**config.mk**
```make
export PLATFORM = sky130hd
export DESIGN_NAME = pioStrobeSeq
export DESIGN_NICKNAME = d
export VERILOG_FILES = /design/src/rtl/pioSeq_pkg.sv /design/src/rtl/pioSeqCtrl.sv /design/src/rtl/pioSeqDatapath.sv /design/src/rtl/pioStrobeSeq.sv
export SDC_FILE = /design/constraint.sdc
export NUM_CORES = 1
export LEC_CHECK = 0
export ABC_AREA = 1
export BUFFER_PORTS_ARGS = -buffer_cell sky130_fd_sc_hd__buf_2
export CAP_MARGIN = 0
export CORE_UTILIZATION = 46
export CTS_CLUSTER_DIAMETER = 40
export CTS_CLUSTER_SIZE = 16
export DETAILED_ROUTE_END_ITERATION = 12
export PLACE_DENSITY = 0.67
export SLEW_MARGIN = 20
export SYNTH_ARGS = -nofsm -noshare
export SYNTH_HDL_FRONTEND = slang
export SYNTH_SLANG_ARGS = --single-unit
```
**constraint.sdc**
```tcl
create_clock -name clk -period 4 [get_ports clk]
set_input_delay 0.8 -clock clk [delete_from_list [all_inputs] [get_ports clk]]
set_output_delay 0.8 -clock clk [all_outputs]
set_load 0.005 [all_outputs]
```
**src/rtl/pioSeq_pkg.sv**
```systemverilog
package pioSeq_pkg;
  localparam int DLY_W  = 4;
  localparam int LEN_W  = DLY_W + 1;
  localparam int GAP_W  = DLY_W + 2;
  localparam int CNT_W  = GAP_W;
  localparam int BEAT_W = 2;
  localparam int BUS_W  = 16;
  localparam int WORD_W = 32;
  localparam int BYTE_W = 8;

  localparam int F_WRLEN   = 0;
  localparam int F_RDLEN   = 4;
  localparam int F_RECEN   = 8;
  localparam int F_HOLDEN  = 9;
  localparam int F_FLOATEN = 10;
  localparam int F_PREEN   = 11;
  localparam int F_WIDE    = 12;
  localparam int F_AINC    = 13;
  localparam int F_WAITEN  = 31;

  localparam int C_REC   = 0;
  localparam int C_HOLD  = 4;
  localparam int C_FLOAT = 8;
  localparam int C_PRE   = 12;

  typedef enum logic [1:0] {ST_IDLE, ST_SETUP, ST_STROBE, ST_GAP} seqState_t;

  typedef struct packed {
    logic              start;
    logic              csActive;
    logic              strobeOn;
    logic              capture;
    logic              writeOp;
    logic [BEAT_W-1:0] beat;
  } seqCtl_t;

  function automatic logic [BEAT_W-1:0] lastBeatOf(input logic [1:0] size, input logic wide);
    if (wide) return (size[1]) ? BEAT_W'(1) : BEAT_W'(0);
    case (size)
      2'd0:    return BEAT_W'(0);
      2'd1:    return BEAT_W'(1);
      default: return BEAT_W'(3);
    endcase
  endfunction
endpackage

```
**src/rtl/pioSeqCtrl.sv**
```systemverilog
module pioSeqCtrl
  import pioSeq_pkg::*;
(
  input  logic        clk,
  input  logic        rstN,
  input  logic        reqValid,
  input  logic        reqWrite,
  input  logic [1:0]  reqSize,
  input  logic [31:0] cfgWord,
  input  logic [15:0] commonDelay,
  input  logic        waitN,
  output logic        busCsN,
  output logic        busRdN,
  output logic        busWrN,
  output logic        busRtN,
  output logic        busy,
  output logic        doneValid,
  output seqCtl_t     ctl
);
  seqState_t         state;
  logic [CNT_W-1:0]  cnt;
  logic [BEAT_W-1:0] beat, lastBeat;
  logic              isWrite, waitEn;
  logic [LEN_W-1:0]  strobeLen;
  logic [DLY_W-1:0]  preLen;
  logic [GAP_W-1:0]  gapLen;

  logic [LEN_W-1:0]  baseLenC, strobeLenC;
  logic [DLY_W-1:0]  preLenC;
  logic [GAP_W-1:0]  gapLenC;
  logic              start, stall, strobeEnd, strobeOn;
  logic              unusedCfgBits;

  assign unusedCfgBits = ^cfgWord[30:12];

  // Per-access lengths are worked out once, when the request is taken.
  always_comb begin
    baseLenC = LEN_W'(reqWrite ? cfgWord[F_WRLEN +: DLY_W] : cfgWord[F_RDLEN +: DLY_W]) + LEN_W'(1);
    preLenC  = cfgWord[F_PREEN] ? commonDelay[C_PRE +: DLY_W] : '0;
    strobeLenC = (baseLenC > LEN_W'(preLenC)) ? baseLenC - LEN_W'(preLenC) : LEN_W'(1);
    gapLenC = GAP_W'(1);
    if (cfgWord[F_RECEN])               gapLenC = gapLenC + GAP_W'(commonDelay[C_REC +: DLY_W]);
    if (cfgWord[F_HOLDEN] && reqWrite)  gapLenC = gapLenC + GAP_W'(commonDelay[C_HOLD +: DLY_W]);
    if (cfgWord[F_FLOATEN] && !reqWrite) gapLenC = gapLenC + GAP_W'(commonDelay[C_FLOAT +: DLY_W]);
  end

  assign start     = (state == ST_IDLE) && reqValid;
  assign stall     = !isWrite && waitEn && !waitN;
  assign strobeOn  = (state == ST_STROBE);
  assign strobeEnd = strobeOn && (cnt == '0) && !stall;

  always_ff @(posedge clk or negedge rstN) begin
    if (!rstN) begin
      state     <= ST_IDLE;
      cnt       <= '0;
      beat      <= '0;
      lastBeat  <= '0;
      isWrite   <= 1'b0;
      waitEn    <= 1'b0;
      strobeLen <= '0;
      preLen    <= '0;
      gapLen    <= '0;
      doneValid <= 1'b0;
    end else begin
      doneValid <= 1'b0;
      unique case (state)
        ST_IDLE: if (reqValid) begin
          isWrite   <= reqWrite;
          waitEn    <= cfgWord[F_WAITEN];
          strobeLen <= strobeLenC;
          preLen    <= preLenC;
          gapLen    <= gapLenC;
          lastBeat  <= lastBeatOf(reqSize, cfgWord[F_WIDE]);
          beat      <= '0;
          if (preLenC != '0) begin
            state <= ST_SETUP;
            cnt   <= CNT_W'(preLenC - DLY_W'(1));
          end else begin
            state <= ST_STROBE;
            cnt   <= CNT_W'(strobeLenC - LEN_W'(1));
          end
        end
        ST_SETUP: if (cnt == '0) begin
          state <= ST_STROBE;
          cnt   <= CNT_W'(strobeLen - LEN_W'(1));
        end else begin
          cnt <= cnt - CNT_W'(1);
        end
        ST_STROBE: if (cnt != '0) begin
          cnt <= cnt - CNT_W'(1);
        end else if (!stall) begin
          state <= ST_GAP;
          cnt   <= CNT_W'(gapLen - GAP_W'(1));
        end
        ST_GAP: if (cnt != '0) begin
          cnt <= cnt - CNT_W'(1);
        end else if (beat == lastBeat) begin
          state     <= ST_IDLE;
          doneValid <= 1'b1;
        end else begin
          beat <= beat + BEAT_W'(1);
          if (preLen != '0) begin
            state <= ST_SETUP;
            cnt   <= CNT_W'(preLen - DLY_W'(1));
          end else begin
            state <= ST_STROBE;
            cnt   <= CNT_W'(strobeLen - LEN_W'(1));
          end
        end
      endcase
    end
  end

  assign busCsN = (state == ST_IDLE);
  assign busy   = !busCsN;
  assign busRdN = !(strobeOn && !isWrite);
  assign busWrN = !(strobeOn && isWrite);
  assign busRtN = !(!busCsN && !isWrite);

  always_comb begin
    ctl          = '0;
    ctl.start    = start;
    ctl.csActive = !busCsN;
    ctl.strobeOn = strobeOn;
    ctl.capture  = strobeEnd && !isWrite;
    ctl.writeOp  = isWrite;
    ctl.beat     = beat;
  end

  // a strobe is only ever low inside chip select
  p_strobe_in_cs_r1: assert property (@(posedge clk) disable iff (!rstN)
    (!busRdN || !busWrN) |-> !busCsN);
  // never both strobes at once
  p_single_strobe_r1: assert property (@(posedge clk) disable iff (!rstN)
    !(!busRdN && !busWrN));
  // read-time stays high while writing
  p_rt_reads_only_r8: assert property (@(posedge clk) disable iff (!rstN)
    !busWrN |-> busRtN);
  // an enabled wait keeps a read strobe low
  p_wait_holds_read_r10: assert property (@(posedge clk) disable iff (!rstN)
    (!busRdN && waitEn && !waitN) |=> !busRdN);
  // done is a single cycle and only with chip select released
  p_done_single_r12: assert property (@(posedge clk) disable iff (!rstN)
    doneValid |=> !doneValid);
  p_done_idle_r12: assert property (@(posedge clk) disable iff (!rstN)
    doneValid |-> busCsN);
endmodule

```
**src/rtl/pioSeqDatapath.sv**
```systemverilog
module pioSeqDatapath
  import pioSeq_pkg::*;
#(
  parameter int ADDR_W = 16
) (
  input  logic              clk,
  input  logic              rstN,
  input  seqCtl_t           ctl,
  input  logic [31:0]       cfgWord,
  input  logic [ADDR_W-1:0] reqAddr,
  input  logic [WORD_W-1:0] reqWdata,
  input  logic [BUS_W-1:0]  busRdata,
  output logic [ADDR_W-1:0] busAddr,
  output logic [BUS_W-1:0]  busWdata,
  output logic              busDataOe,
  output logic              busUbeN,
  output logic [WORD_W-1:0] doneRdata
);
  logic              wide, ainc;
  logic [ADDR_W-1:0] baseAddr;
  logic [WORD_W-1:0] wdataReg, rdAcc;
  logic [BEAT_W:0]   step;
  logic              unusedCfgBits;

  assign unusedCfgBits = ^{cfgWord[31:14], cfgWord[11:0]};

  always_ff @(posedge clk or negedge rstN) begin
    if (!rstN) begin
      wide     <= 1'b0;
      ainc     <= 1'b0;
      baseAddr <= '0;
      wdataReg <= '0;
      rdAcc    <= '0;
      busUbeN  <= 1'b1;
    end else if (ctl.start) begin
      wide     <= cfgWord[F_WIDE];
      ainc     <= cfgWord[F_AINC];
      baseAddr <= reqAddr;
      wdataReg <= reqWdata;
      rdAcc    <= '0;
      busUbeN  <= !cfgWord[F_WIDE];
    end else if (ctl.capture) begin
      if (wide) rdAcc[{ctl.beat[0], 4'b0000} +: BUS_W] <= busRdata;
      else      rdAcc[{ctl.beat, 3'b000} +: BYTE_W]    <= busRdata[BYTE_W-1:0];
    end
  end

  always_comb begin
    if (!ainc)     step = '0;
    else if (wide) step = {ctl.beat, 1'b0};
    else           step = {1'b0, ctl.beat};
  end

  assign busAddr   = baseAddr + ADDR_W'(step);
  assign busWdata  = wide ? wdataReg[{ctl.beat[0], 4'b0000} +: BUS_W]
                          : {{(BUS_W-BYTE_W){1'b0}}, wdataReg[{ctl.beat, 3'b000} +: BYTE_W]};
  assign busDataOe = ctl.csActive && ctl.writeOp;
  assign doneRdata = rdAcc;

  // the address holds steady across a strobe pulse
  p_addr_steady_r3: assert property (@(posedge clk) disable iff (!rstN)
    (ctl.strobeOn && $past(ctl.strobeOn) && $past(ctl.beat) == ctl.beat) |-> $stable(busAddr));
  // upper byte enable only moves when an access starts
  p_ube_latched_r9: assert property (@(posedge clk) disable iff (!rstN)
    !ctl.start |=> $stable(busUbeN));
  // capture only happens for reads
  p_capture_read_r11: assert property (@(posedge clk) disable iff (!rstN)
    ctl.capture |-> !ctl.writeOp);
endmodule

```
**src/rtl/pioStrobeSeq.sv**
```systemverilog
module pioStrobeSeq
  import pioSeq_pkg::*;
#(
  parameter int ADDR_W = 16
) (
  input  logic              clk,
  input  logic              rstN,
  input  logic              reqValid,
  input  logic              reqWrite,
  input  logic [1:0]        reqSize,
  input  logic [ADDR_W-1:0] reqAddr,
  input  logic [31:0]       reqWdata,
  input  logic [31:0]       cfgWord,
  input  logic [15:0]       commonDelay,
  input  logic              waitN,
  input  logic [15:0]       busRdata,
  output logic              busCsN,
  output logic              busRdN,
  output logic              busWrN,
  output logic              busRtN,
  output logic              busUbeN,
  output logic [ADDR_W-1:0] busAddr,
  output logic [15:0]       busWdata,
  output logic              busDataOe,
  output logic              busy,
  output logic              doneValid,
  output logic [31:0]       doneRdata
);
  seqCtl_t ctl;

  pioSeqCtrl u_ctrl (
    .clk(clk), .rstN(rstN), .reqValid(reqValid), .reqWrite(reqWrite),
    .reqSize(reqSize), .cfgWord(cfgWord), .commonDelay(commonDelay),
    .waitN(waitN), .busCsN(busCsN), .busRdN(busRdN), .busWrN(busWrN),
    .busRtN(busRtN), .busy(busy), .doneValid(doneValid), .ctl(ctl)
  );

  pioSeqDatapath #(.ADDR_W(ADDR_W)) u_dp (
    .clk(clk), .rstN(rstN), .ctl(ctl), .cfgWord(cfgWord),
    .reqAddr(reqAddr), .reqWdata(reqWdata), .busRdata(busRdata),
    .busAddr(busAddr), .busWdata(busWdata), .busDataOe(busDataOe),
    .busUbeN(busUbeN), .doneRdata(doneRdata)
  );
endmodule

```
==> impl_metrics.json <==
{
  "setup_viol": 0,
  "initial_core_util_pct": 47.3,
  "leakage_nw": 4.69,
  "dp.cells": 1303,
  "wl_per_cell_um": 13.8,
  "ys_seq_area_share_pct": 39.2,
  "synth_most_common_cell": "nand2_1",
  "h-tree-depth": 4,
  "cp-start-kind": "flop",
  "first_global_vias": 6398,
  "hold_violations": 0,
  "worstSetupEndpointType": "output port",
  "coreArea_um2": 15300,
  "path_class": "flop to output port",
  "synth_edf_count": 0,
  "portBuffers": 173,
  "cts-root-buf": "clkbuf_16",
  "globalplace.congestion": 0.852,
  "cts.sinks": 113,
  "synth_area_leaders": "dfrtp_1, nand2_1, inv_1, ha_1, o21ai_0",
  "clock_path_buffers": 2,
  "hold_class": "input pin to asynchronous set/reset pin",
  "p_per_area_nw_per_um2": 754,
  "cts_made_buffers": 17,
  "grt_pass1_wl_um": 30700,
  "avgSynthCellArea_um2": 7.70,
  "num_antenna_cells": 0,
  "drc": 0,
  "grt_overflow": 0,
  "nNetsFinal": 1263,
  "maxCapViolCount": 0,
  "synthFlopType": "dfrtp_1",
  "grt_max_degree": 68,
  "grt_usage_pct": 24.0,
  "synthArstFlopShare_pct": 100,
  "tightest_slew_ns": 0.637,
  "synth_nets": 1088,
  "fill_cells": 1454,
  "place_area_um2": 8290,
  "synth_top_cell_by_area": "dfrtp_1",
  "drive_above_1_share_pct": 23.7,
  "peakVddDrop_uv": 422,
  "ys_ff_latch": 113,
  "first_pass_iters": 5,
  "rsz0062_at_grt": "false",
  "cp.arrival_ns": 2.94,
  "dieArea_um2": 16200,
  "final_cells": 1337,
  "ant_nets": 0,
  "outcome": "complete, no violations",
  "ioPinCount": 191,
  "synthCells": 938,
  "syn_area_um2": 7220,
  "die_w_um": 127,
  "setup_slack_ns": 0.265,
  "synth_top_area_share_pct": 38.8,
  "wirelength_um": 18500,
  "fmax_mhz": 268,
  "antenna_found_initial": 0,
  "finClkSkew_ns": 0.00604,
  "post-route-util_pct": 58.6,
  "setup_tns_ns": 0,
  "dp_slack_ns": 0.420,
  "cts_hold_buf": 0,
  "cp_max_fo": 5,
  "clk_latency_ns": 0.42,
  "drv_slew": 0,
  "vias_per_cell": 5.00,
  "rows": 45,
  "area_delta_synth_final_pct": 24.0,
  "route.vias.total": 6680,
  "final_cell_area_um2": 8950,
  "drt_iter0_drc": 357,
  "cts.clk_slew.worst_paths_ns": 0.06,
  "cts_tree": "built",
  "slew_headroom_pct": 57.5,
  "worstPathRequired_ns": 3.20,
  "ys_types": 48,
  "fin_crit_ns": 3.74,
  "die_h_um": 127,
  "yosysWarnings": 0,
  "synth.top_cells.by_count": "nand2_1, dfrtp_1, inv_1",
  "finalCritPeriodShare_pct": 93.4,
  "post-dp-hpwl_um": 13500
}
## path summary, 6_finish.rpt
path                             startpoint            endpoint  slack [ns]  depth (start not counted)
max                          u_ctrl.beat[1]         busAddr[14]        0.26                         16
min                                    rstN  u_dp.doneRdata[11]        0.40                          1
max reg2reg                 u_ctrl.state[1]  u_dp.doneRdata[24]        1.57                          9
min reg2reg                u_dp.wdataReg[6]    u_dp.wdataReg[6]        0.47                          2
max in group asynchronous              rstN        u_dp.busUbeN        2.75                          2
min in group clk           u_dp.wdataReg[6]    u_dp.wdataReg[6]        0.47                          2
## worst max-delay path: stages, from the launching register on
cell	delay (ns)
dfrtp_2	0.42
inv_1	0.07
nor2_1	0.08
inv_1	0.06
a21oi_2	0.16
inv_1	0.07
fa_1	0.42
nor2_1	0.12
nor2_1	0.04
nor2_1	0.15
nand2_1	0.08
nor2_2	0.15
nand4_1	0.18
nor2_2	0.15
nand3_1	0.10
xnor2_1	0.14
buf_2	0.13
## what timing repair did
item / CTS / global route
gates resized for setup: 1 / 5
setup buffers: 0 / 2
setup endpoints to repair: 1 / 2
pin swaps: 0 / 1
## report_power, final
group,leakage (nW),switching (mW),internal (mW)
Sequential,1.42,0.377,1.68
Clock,0.301,0.533,1.06
Combinational,2.97,1.83,1.27
Total,4.69,2.74,4.01
## cell families after synthesis
| logic type | count (synthesis) | share of synthesized area, % |
|---|---|---|
| buffers and inverters | 134 | 7.59 |
| AND/OR/NAND/NOR | 446 | 26.9 |
| multiplexers | 16 | 3.33 |
| XOR/XNOR | 30 | 3.64 |
| AO/OA/AOI/OAI | 168 | 13.6 |
| flip-flops | 113 | 39.2 |
| adder cells (fa/ha/maj) | 31 | 5.79 |
## layout by cell type (no fill, tap or decap), types with 5 or more instances in the layout
cell and instances:
a21oi_1 47, buf_2 172, buf_4 12, clkbuf_16 17
clkbuf_8 5, dfrtp_1 110, ha_1 27, inv_1 100
mux2_4 16, nand2_1 288, nand3_1 56, nand3b_1 10
nor2_1 61, nor2_2 7, nor3_1 8, o211ai_1 9
o21ai_0 66, o22ai_1 19, xnor2_1 11, xor2_1 19
## final cells by class
class	count	area, µm²	area share, %
flip-flops and latches	113	2830	31.6
inverters	105	402	4.49
repair buffers	185	971	10.9
multi-input cells	691	3850	43.1
clock buffers	23	498	5.56
well taps	211	264	2.95
clock inverters	9	128	1.43
## flip-flops by register name (all words and copies together) (netlist names), 2 cells and up
register and flops:
u_ctrl.beat 2, u_dp.baseAddr 16, u_ctrl.preLen 4, u_ctrl.state 2, u_ctrl.gapLen 6, u_dp.doneRdata 32, u_ctrl.lastBeat 2, u_dp.wdataReg 32
u_ctrl.strobeLen 5, u_ctrl.cnt 6
## layer usage
layer / share of wire, % / track usage, % / routed length [µm] / up-vias
li1: - / - / - / 3411
met3: 6.7 / 6.28 / 1230 / 31
met4: 1.8 / 7.84 / 335 / 0
met5: 0 / 0 / 0 / -
met1: 46 / 31.8 / 8580 / 3031
met2: 45 / 38.3 / 8330 / 207
## stage by stage
stage	hold slack, ns	power [mW]
after floorplan	0.442	4.14
after global placement	0.454	5.08
after detailed placement	0.459	5.13
after CTS	0.421	6.75
after global routing	0.449	7.32
final	0.398	6.75
No activity file was read; power rests on OpenSTA's default activity.
